--- src/rtl/psd_pkg.sv ---
package psd_pkg;

  // Width able to hold the values 0..n inclusive, never below one bit.
  function automatic int unsigned cnt_width(input int unsigned n);
    return (n < 2) ? 1 : $clog2(n + 1);
  endfunction

  function automatic int unsigned max2(input int unsigned a, input int unsigned b);
    return (a > b) ? a : b;
  endfunction

  // Level the filtered remote request may hold.
  typedef enum logic {
    REM_RUN = 1'b0,
    REM_OFF = 1'b1
  } rem_level_e;

endpackage

--- src/rtl/psd_asym_filter.sv ---
module psd_asym_filter
  import psd_pkg::*;
#(
  parameter int unsigned RISE_CYC = 8,
  parameter int unsigned FALL_CYC = 24
) (
  input  logic clk_i,
  input  logic rst_i,
  input  logic req_i,
  output logic level_o
);

  localparam int unsigned MAXC = max2(RISE_CYC, FALL_CYC);
  localparam int unsigned CW   = cnt_width(MAXC);

  rem_level_e       level_q;
  logic [CW-1:0]    cnt_q;
  logic [CW-1:0]    lim;
  logic             differs;

  assign differs = (req_i != logic'(level_q));
  assign lim     = req_i ? CW'(RISE_CYC - 1) : CW'(FALL_CYC - 1);

  always_ff @(posedge clk_i) begin
    if (rst_i) begin
      level_q <= REM_RUN;
      cnt_q   <= '0;
    end else if (differs) begin
      if (cnt_q == lim) begin
        level_q <= rem_level_e'(req_i);
        cnt_q   <= '0;
      end else begin
        cnt_q   <= cnt_q + 1'b1;
      end
    end else begin
      cnt_q <= '0;
    end
  end

  assign level_o = logic'(level_q);

  AST_FLIP_TOWARD_REQ: assert property (@(posedge clk_i) disable iff (rst_i)
    (level_o != $past(level_o)) |-> (level_o == $past(req_i)));

  AST_CNT_BOUND: assert property (@(posedge clk_i) disable iff (rst_i)
    cnt_q < CW'(MAXC));

  AST_NO_CHANGE_WHEN_EQUAL: assert property (@(posedge clk_i) disable iff (rst_i)
    (req_i == level_o) |=> $stable(level_o));

endmodule

--- src/rtl/psd_uv_blank.sv ---
module psd_uv_blank
  import psd_pkg::*;
#(
  parameter int unsigned BLANK_CYC = 250
) (
  input  logic clk_i,
  input  logic rst_i,
  input  logic hold_i,
  output logic armed_o
);

  localparam int unsigned CW = cnt_width(BLANK_CYC);

  logic [CW-1:0] cnt_q;

  always_ff @(posedge clk_i) begin
    if (rst_i || hold_i) begin
      cnt_q <= '0;
    end else if (cnt_q != CW'(BLANK_CYC)) begin
      cnt_q <= cnt_q + 1'b1;
    end
  end

  assign armed_o = (cnt_q == CW'(BLANK_CYC));

  AST_HOLD_DISARMS: assert property (@(posedge clk_i) disable iff (rst_i)
    hold_i |=> !armed_o);

  AST_ARMED_STAYS: assert property (@(posedge clk_i) disable iff (rst_i)
    (armed_o && !hold_i) |=> armed_o);

endmodule

--- src/rtl/psd_fault_latch.sv ---
module psd_fault_latch #(
  parameter int unsigned N_OV = 3,
  parameter int unsigned N_UV = 3
) (
  input  logic            clk_i,
  input  logic            rst_i,
  input  logic [N_OV-1:0] ov_i,
  input  logic [N_UV-1:0] uv_i,
  input  logic            ext_i,
  input  logic            uv_armed_i,
  input  logic            clear_i,
  output logic            fault_o
);

  logic trip;
  logic fault_q;

  assign trip = (|ov_i) | ext_i | ((|uv_i) & uv_armed_i);

  // Set dominates clear so that a persisting fault keeps the supply off.
  always_ff @(posedge clk_i) begin
    if (rst_i) begin
      fault_q <= 1'b0;
    end else if (trip) begin
      fault_q <= 1'b1;
    end else if (clear_i) begin
      fault_q <= 1'b0;
    end
  end

  assign fault_o = fault_q;

  AST_OV_TRIPS: assert property (@(posedge clk_i) disable iff (rst_i)
    (|ov_i) |=> fault_o);

  AST_EXT_TRIPS: assert property (@(posedge clk_i) disable iff (rst_i)
    ext_i |=> fault_o);

  AST_UV_BLANKED: assert property (@(posedge clk_i) disable iff (rst_i)
    (!uv_armed_i && !(|ov_i) && !ext_i && !fault_o) |=> !fault_o);

  AST_LATCH_HOLDS: assert property (@(posedge clk_i) disable iff (rst_i)
    (fault_o && !clear_i) |=> fault_o);

  AST_CLEAR_BY_REMOTE: assert property (@(posedge clk_i) disable iff (rst_i)
    (clear_i && !(|ov_i) && !ext_i && !((|uv_i) && uv_armed_i)) |=> !fault_o);

  AST_SET_BEATS_CLEAR: assert property (@(posedge clk_i) disable iff (rst_i)
    (clear_i && ((|ov_i) || ext_i)) |=> fault_o);

endmodule

--- src/rtl/psu_shutdown_ctrl.sv ---
module psu_shutdown_ctrl #(
  parameter int unsigned OFF_DLY_CYC = 800,
  parameter int unsigned RUN_DLY_CYC = 2400,
  parameter int unsigned UV_BLANK_CYC = 25000,
  parameter int unsigned N_OV = 3,
  parameter int unsigned N_UV = 3
) (
  input  logic            clk_i,
  input  logic            rst_i,
  input  logic            remote_off_i,
  input  logic [N_OV-1:0] ov_flag_i,
  input  logic [N_UV-1:0] uv_flag_i,
  input  logic            ext_prot_i,
  output logic            shutdown_o,
  output logic            rem_delayed_o
);

  logic rem_dly;
  logic uv_armed;
  logic fault;
  logic shutdown_q;

  psd_asym_filter #(
    .RISE_CYC (OFF_DLY_CYC),
    .FALL_CYC (RUN_DLY_CYC)
  ) u_filter (
    .clk_i   (clk_i),
    .rst_i   (rst_i),
    .req_i   (remote_off_i),
    .level_o (rem_dly)
  );

  psd_uv_blank #(
    .BLANK_CYC (UV_BLANK_CYC)
  ) u_blank (
    .clk_i   (clk_i),
    .rst_i   (rst_i),
    .hold_i  (rem_dly),
    .armed_o (uv_armed)
  );

  psd_fault_latch #(
    .N_OV (N_OV),
    .N_UV (N_UV)
  ) u_latch (
    .clk_i      (clk_i),
    .rst_i      (rst_i),
    .ov_i       (ov_flag_i),
    .uv_i       (uv_flag_i),
    .ext_i      (ext_prot_i),
    .uv_armed_i (uv_armed),
    .clear_i    (rem_dly),
    .fault_o    (fault)
  );

  always_ff @(posedge clk_i) begin
    if (rst_i) begin
      shutdown_q <= 1'b0;
    end else begin
      shutdown_q <= rem_dly | fault;
    end
  end

  assign shutdown_o    = shutdown_q;
  assign rem_delayed_o = rem_dly;

  AST_REMOTE_FORCES_OFF: assert property (@(posedge clk_i) disable iff (rst_i)
    rem_delayed_o |=> shutdown_o);

  AST_FAULT_FORCES_OFF: assert property (@(posedge clk_i) disable iff (rst_i)
    fault |=> shutdown_o);

  AST_RUN_WHEN_CLEAR: assert property (@(posedge clk_i) disable iff (rst_i)
    (!rem_delayed_o && !fault) |=> !shutdown_o);

endmodule

--- config.mk ---
export PLATFORM = sky130hd
export DESIGN_NAME = psu_shutdown_ctrl
export DESIGN_NICKNAME = d
export VERILOG_FILES = /design/src/rtl/psd_pkg.sv /design/src/rtl/psd_asym_filter.sv /design/src/rtl/psd_uv_blank.sv /design/src/rtl/psd_fault_latch.sv /design/src/rtl/psu_shutdown_ctrl.sv
export SDC_FILE = /design/constraint.sdc
export NUM_CORES = 1
export LEC_CHECK = 0
export CORE_ASPECT_RATIO = 1.4
export CORE_UTILIZATION = 55
export CTS_BUF_LIST = sky130_fd_sc_hd__clkbuf_8
export CTS_CLUSTER_SIZE = 16
export DETAILED_ROUTE_END_ITERATION = 10
export PLACE_DENSITY = 0.73
export SYNTH_ARGS = -nofsm -noshare
export SYNTH_HDL_FRONTEND = slang
export SYNTH_HIERARCHICAL = 1
export SYNTH_SLANG_ARGS = --single-unit
--- constraint.sdc ---
create_clock -name clk_i -period 2.45 [get_ports clk_i]
set_input_delay 0.6125 -clock clk_i [delete_from_list [all_inputs] [get_ports clk_i]]
set_output_delay 0.6125 -clock clk_i [all_outputs]
set_load 0.02 [all_outputs]
Yosys cells after proc, flatten, opt, wreduce, memory -nomap -nowiden. Index checks and enable logic that the tools add are counted.

Flip-flop bits (word level): 30. Input port bits: 10. Logic and storage cells: 25.

Add/subtract/negate cells: 2. Equal/unequal tests: 4. Mux-type cells: 3. Bitwise operators: 5. Reduce and logical (&&, ||, !) cells: 6.

Operator list (number): $add A15 B1 Y15 const B (1); $eq A15 B15 Y1 const B (1); $ne A15 B15 Y1 const B (1); $add A12 B1 Y12 const B (1); $eq A12 B12 Y1 (1); $mux W12 (1); $reduce_or A3 Y1 (3); $or A1 B1 Y1 (3); $mux W1 (2); $reduce_and A2 Y1 (1); $reduce_bool A2 Y1 (1); $and A1 B1 Y1 (1); $logic_or A1 B1 Y1 (1); $ne A1 B1 Y1 (1); $not A1 Y1 (1).

Depth between registers and ports, before layout.
Word-level depth: 4. Mapped depth: 8.

By module. The synthesis kept the hierarchy.

Modules (own cells, without submodules): psd_uv_blank (times used 1, cells each 85, area each 725.7 µm², sequential area each 300.3 µm²); psd_asym_filter (times used 1, cells each 68, area each 624.3 µm², sequential area each 260.2 µm²); psd_fault_latch (times used 1, cells each 5, area each 52.6 µm², sequential area each 20.0 µm²); psu_shutdown_ctrl (times used 1, cells each 2, area each 30.0 µm², sequential area each 20.0 µm²).

Least setup slack after synthesis. No wires, ideal clock.

Kind: register to register. From: register u_blank.cnt_q[9]. To: register u_blank.cnt_q[2]. Library setup time: 66 ps. Arrival: 1756 ps. Slack: 627 ps. Stages on the path, launching flop included: 6. Path buffers: 1. Clock period less this slack: 1823 ps. Path through: dfxtp_1 -> or4b_1 -> or4_1 -> buf_2 -> a21bo_1 -> a21oi_2.

Cells in the longest elaborated chain, start to end: 1.

Ends and longest elaborated chain: start, declared (RTL line psd_uv_blank.sv:14) `logic [CW-1:0] cnt_q;`; start signal, assigned (RTL line psd_uv_blank.sv:20) `cnt_q <= cnt_q + 1'b1;`; $ne A15 B15 Y1 (RTL line psd_uv_blank.sv:19) `end else if (cnt_q != CW'(BLANK_CYC)) begin`.

Every way passes these cells. A chain may end at the register's enable or synchronous reset.

Worst setup path in the final report. Ends and elaborated chain as after synthesis.

==> impl_metrics.env <==
export IMPL_fin_skew_ns=0.007199
export IMPL_clk_latency_ns=0.29
export IMPL_die_area_um2=2816
export IMPL_drive_above_1_share_pct=9.195
export IMPL_ys_flop_type="dfxtp_1"
export IMPL_core_area_um2=2417
export IMPL_setup_ws_ns=0.4590
export IMPL_grt_usage_pct=22.86
export IMPL_rr_worst_depth=4
export IMPL_rr_startpoint="u_blank/cnt_q[9]"
export IMPL_r2r_slack_ns=0.46
export IMPL_cts_resized=0
export IMPL_yosysSeqAreaShare_pct=41.92
export IMPL_p_sw_uw=220.8
export IMPL_period_minus_slack_ns=1.991
export IMPL_diodes=0
export IMPL_end_kind="flop"
export IMPL_clock_path_buffers=2
export IMPL_yosys_area_top_type_share_pct=41.92
export IMPL_post_place_ws_ns=0.2101
export IMPL_cts_root_buffer="clkbuf_8"
export IMPL_finalPower_uw=968.0
export IMPL_fin_nets=186
export IMPL_synth_top_family_by_area="simple AND/OR/NAND/NOR gates"
export IMPL_dp_hpwl_um=1867
export IMPL_synth_most_common_cell="dfxtp_1"
export IMPL_gp_congestion=0.7690
export IMPL_final_max_slew_viol_count=0
export IMPL_chipHeight_um=62.39
export IMPL_syn_to_final_growth_pct=15.28
export IMPL_rsz0062_at_grt="no"
export IMPL_setup_violations=0
export IMPL_synthMuxAreaShare_pct=0.6987
export IMPL_post_synth_fa_ha_maj_area_fraction_pct=2.620
export IMPL_die_w_um=45.14
export IMPL_crit_required_ns=2.67
export IMPL_overflow=0
export IMPL_portBuffers=11
export IMPL_setup_tns_ns=0
export IMPL_clkPwrFrac_pct=43.0
export IMPL_vias_per_cell=5.394
export IMPL_async_flop_share_pct=0
export IMPL_hold_viol=0
export IMPL_ant_nets=0
export IMPL_num_io_pins=12
export IMPL_p_int_uw=747.3
export IMPL_critPathLaunchType="flop"
export IMPL_cts_sinks=30
export IMPL_synth_top_area_cell="dfxtp_1"
export IMPL_synth_net_count=173
export IMPL_synth_compound_area_share_pct=7.598
export IMPL_yosys_top_cells_count="dfxtp_1 (30), nor2_1 (25), nand2_1 (11), xor2_1 (11), xnor2_1 (10)"
export IMPL_grt_max_degree=16
export IMPL_synth_area_leaders="dfxtp_1 (42%), xor2_1 (6.7%), nor2_1 (6.6%)"
export IMPL_vias=1122
export IMPL_min_path_type="flop to flop"
export IMPL_holdWs_ns=0.4654
export IMPL_ys_warn_count=6
export IMPL_r2r_end="u_blank/cnt_q[2]"
export IMPL_syn_inst=160
export IMPL_crit_fanout=5
export IMPL_swShare_pct=22.80
export IMPL_drc_errors=0
export IMPL_critPathKind="flop to flop"
export IMPL_drtPass1Iterations=4
export IMPL_utilization_pct=68.32
export IMPL_synth_cell_type_count=41
export IMPL_power_density_nw_per_um2=586.1
export IMPL_start_util_pct=59.27
export IMPL_hold_depth=1
export IMPL_wl_per_cell_um=12.47
export IMPL_cts_setup_buffers=0
export IMPL_leakagePower_uw=0.0005732
export IMPL_grt_pass1_wl_um=4671
export IMPL_outcome="finished, final reports clean"
export IMPL_hold_buffers=0
export IMPL_synth_xor_area_share_pct=12.84
export IMPL_path_clk_slew_ns=0.07
export IMPL_cts_tree="done"
export IMPL_max_freq_mhz=502.3
export IMPL_synth_enable_flop_cells=0
export IMPL_ys_seq_elements=30
export IMPL_min_from="u_filter/cnt_q[0]"
export IMPL_critPathArrivalTime_ns=2.21
export IMPL_tightest_slew_ns=0.5347
export IMPL_vdd_drop_max_mv=0.4282
export IMPL_hold_end="u_filter/cnt_q[0]"
export IMPL_grt_pass1_vias=1109
export IMPL_relSlewSlack_pct=64.35
export IMPL_totalWireLength_um=2593
export IMPL_syn_area_um2=1433
export IMPL_comb_power_share_pct=5.1
export IMPL_synthSimpleGateAreaFrac_pct=30.74
export IMPL_fp_row_count=21
export IMPL_avgSynthCellArea_um2=8.954
export IMPL_antenna_found_initial=0
export IMPL_numCtsBuffers=5
export IMPL_cap_violations=0
export IMPL_drt_iter0_markers=22
export IMPL_timing_final_crit_share_pct=81.26
export IMPL_seqPwrFrac_pct=51.9
export IMPL_htree_levels=2
==> layout by cell type (no fill, tap or decap), drive strengths merged <==
cell	netlist	layout
a41o	1	1
or2	2	2
nor2	25	25
o31ai	2	2
o21ba	1	1
clkbuf	2	6
nor4	4	4
and4	1	1
o21ai	3	3
and3	3	3
inv	6	6
clkdlybuf4s50	0	11
mux2i	1	1
nand4	5	5
xor2	11	11
or3	2	2
nand3b	1	1
ha	3	3
nor2b	1	1
or4b	2	2
dfxtp	30	30
nor3	5	5
a41oi	1	1
a31oi	1	1
nand2	11	11
nand2b	1	1
a21oi	5	5
clkinv	0	1
or4	2	2
and2	2	2
nand3	9	9
nor4b	1	1
xnor2	10	10
clkinvlp	0	1
nand4b	1	1
nor3b	1	1
a21bo	1	1
==> worst max-delay path: stages (launching register included) <==
cell and delay, ns:
dfxtp_1 0.34, or4b_1 0.54, or4_1 0.68, a21bo_1 0.25
a21oi_2 0.10
==> kinds of logic after synthesis <==
| group | count (synthesis) |
|---|---|
| DFF | 30 |
| buffers and inverters | 11 |
| muxes | 1 |
| adders and majority gates | 3 |
| xor gates and xnor gates | 21 |
| AOI/OAI and AO/OA | 15 |
| and+or+nand+nor | 79 |
==> through the flow <==
| stage | std cells | cell area (um^2) |
|---|---|---|
| 2_1_floorplan | 160 | 1433 |
| 3_3_place_gp | 200 | 1556 |
| 3_5_place_dp | 200 | 1556 |
| 4_1_cts | 208 | 1652 |
| 5_1_grt | 208 | 1652 |
| 6_report | 208 | 1652 |
==> sequential cells by signal, summed over array words and instances, names as in the netlist <==
signal            count
u_blank/cnt_q        15
u_filter/cnt_q       12
shutdown_o            1
u_filter/level_o      1
u_latch/fault_o       1
==> layer usage <==
layer | vias to the layer above | GRT usage [%] | wire, um
met5 | - | 0 | 0
met4 | 0 | 15.91 | 76
met3 | 7 | 5.202 | 56
met2 | 10 | 38.59 | 1357
met1 | 529 | 23.39 | 1102
li1 | 576 | - | -
==> final cells by class <==
type                    count  area (um^2)
fillers                   209        765.7
clock inverters             2        12.51
flip-flops and latches     30        600.6
repair buffers             11        110.1
multi-input cells         119        780.7
clock buffers               6        82.58
inverters                   6        22.52
well taps                  34        42.54
==> worst max-delay path by stage <==
| stage | startpoint | endpoint | cells past startpoint |
|---|---|---|---|
| floorplan | u_blank/cnt_q[9] | u_blank/cnt_q[2] | 5 |
| global placement | remote_off_i | u_filter/cnt_q[3] | 5 |
| detailed placement | remote_off_i | u_filter/cnt_q[6] | 5 |
| CTS | u_blank/cnt_q[9] | u_blank/cnt_q[2] | 4 |
| global route | u_blank/cnt_q[9] | u_blank/cnt_q[2] | 4 |
| finish | u_blank/cnt_q[9] | u_blank/cnt_q[2] | 4 |
==> power groups by stage <==
stage	Clock, uW	Combinational [uW]	Sequential, uW
2_1_floorplan	0	27.5	513
3_3_place_gp	0	48.7	512
3_5_place_dp	0	50.2	513
4_1_cts	433	50.4	502
5_1_grt	448	55.0	503
6_report	416	49.7	502
Note: power is estimated with default switching activity, not from simulation.
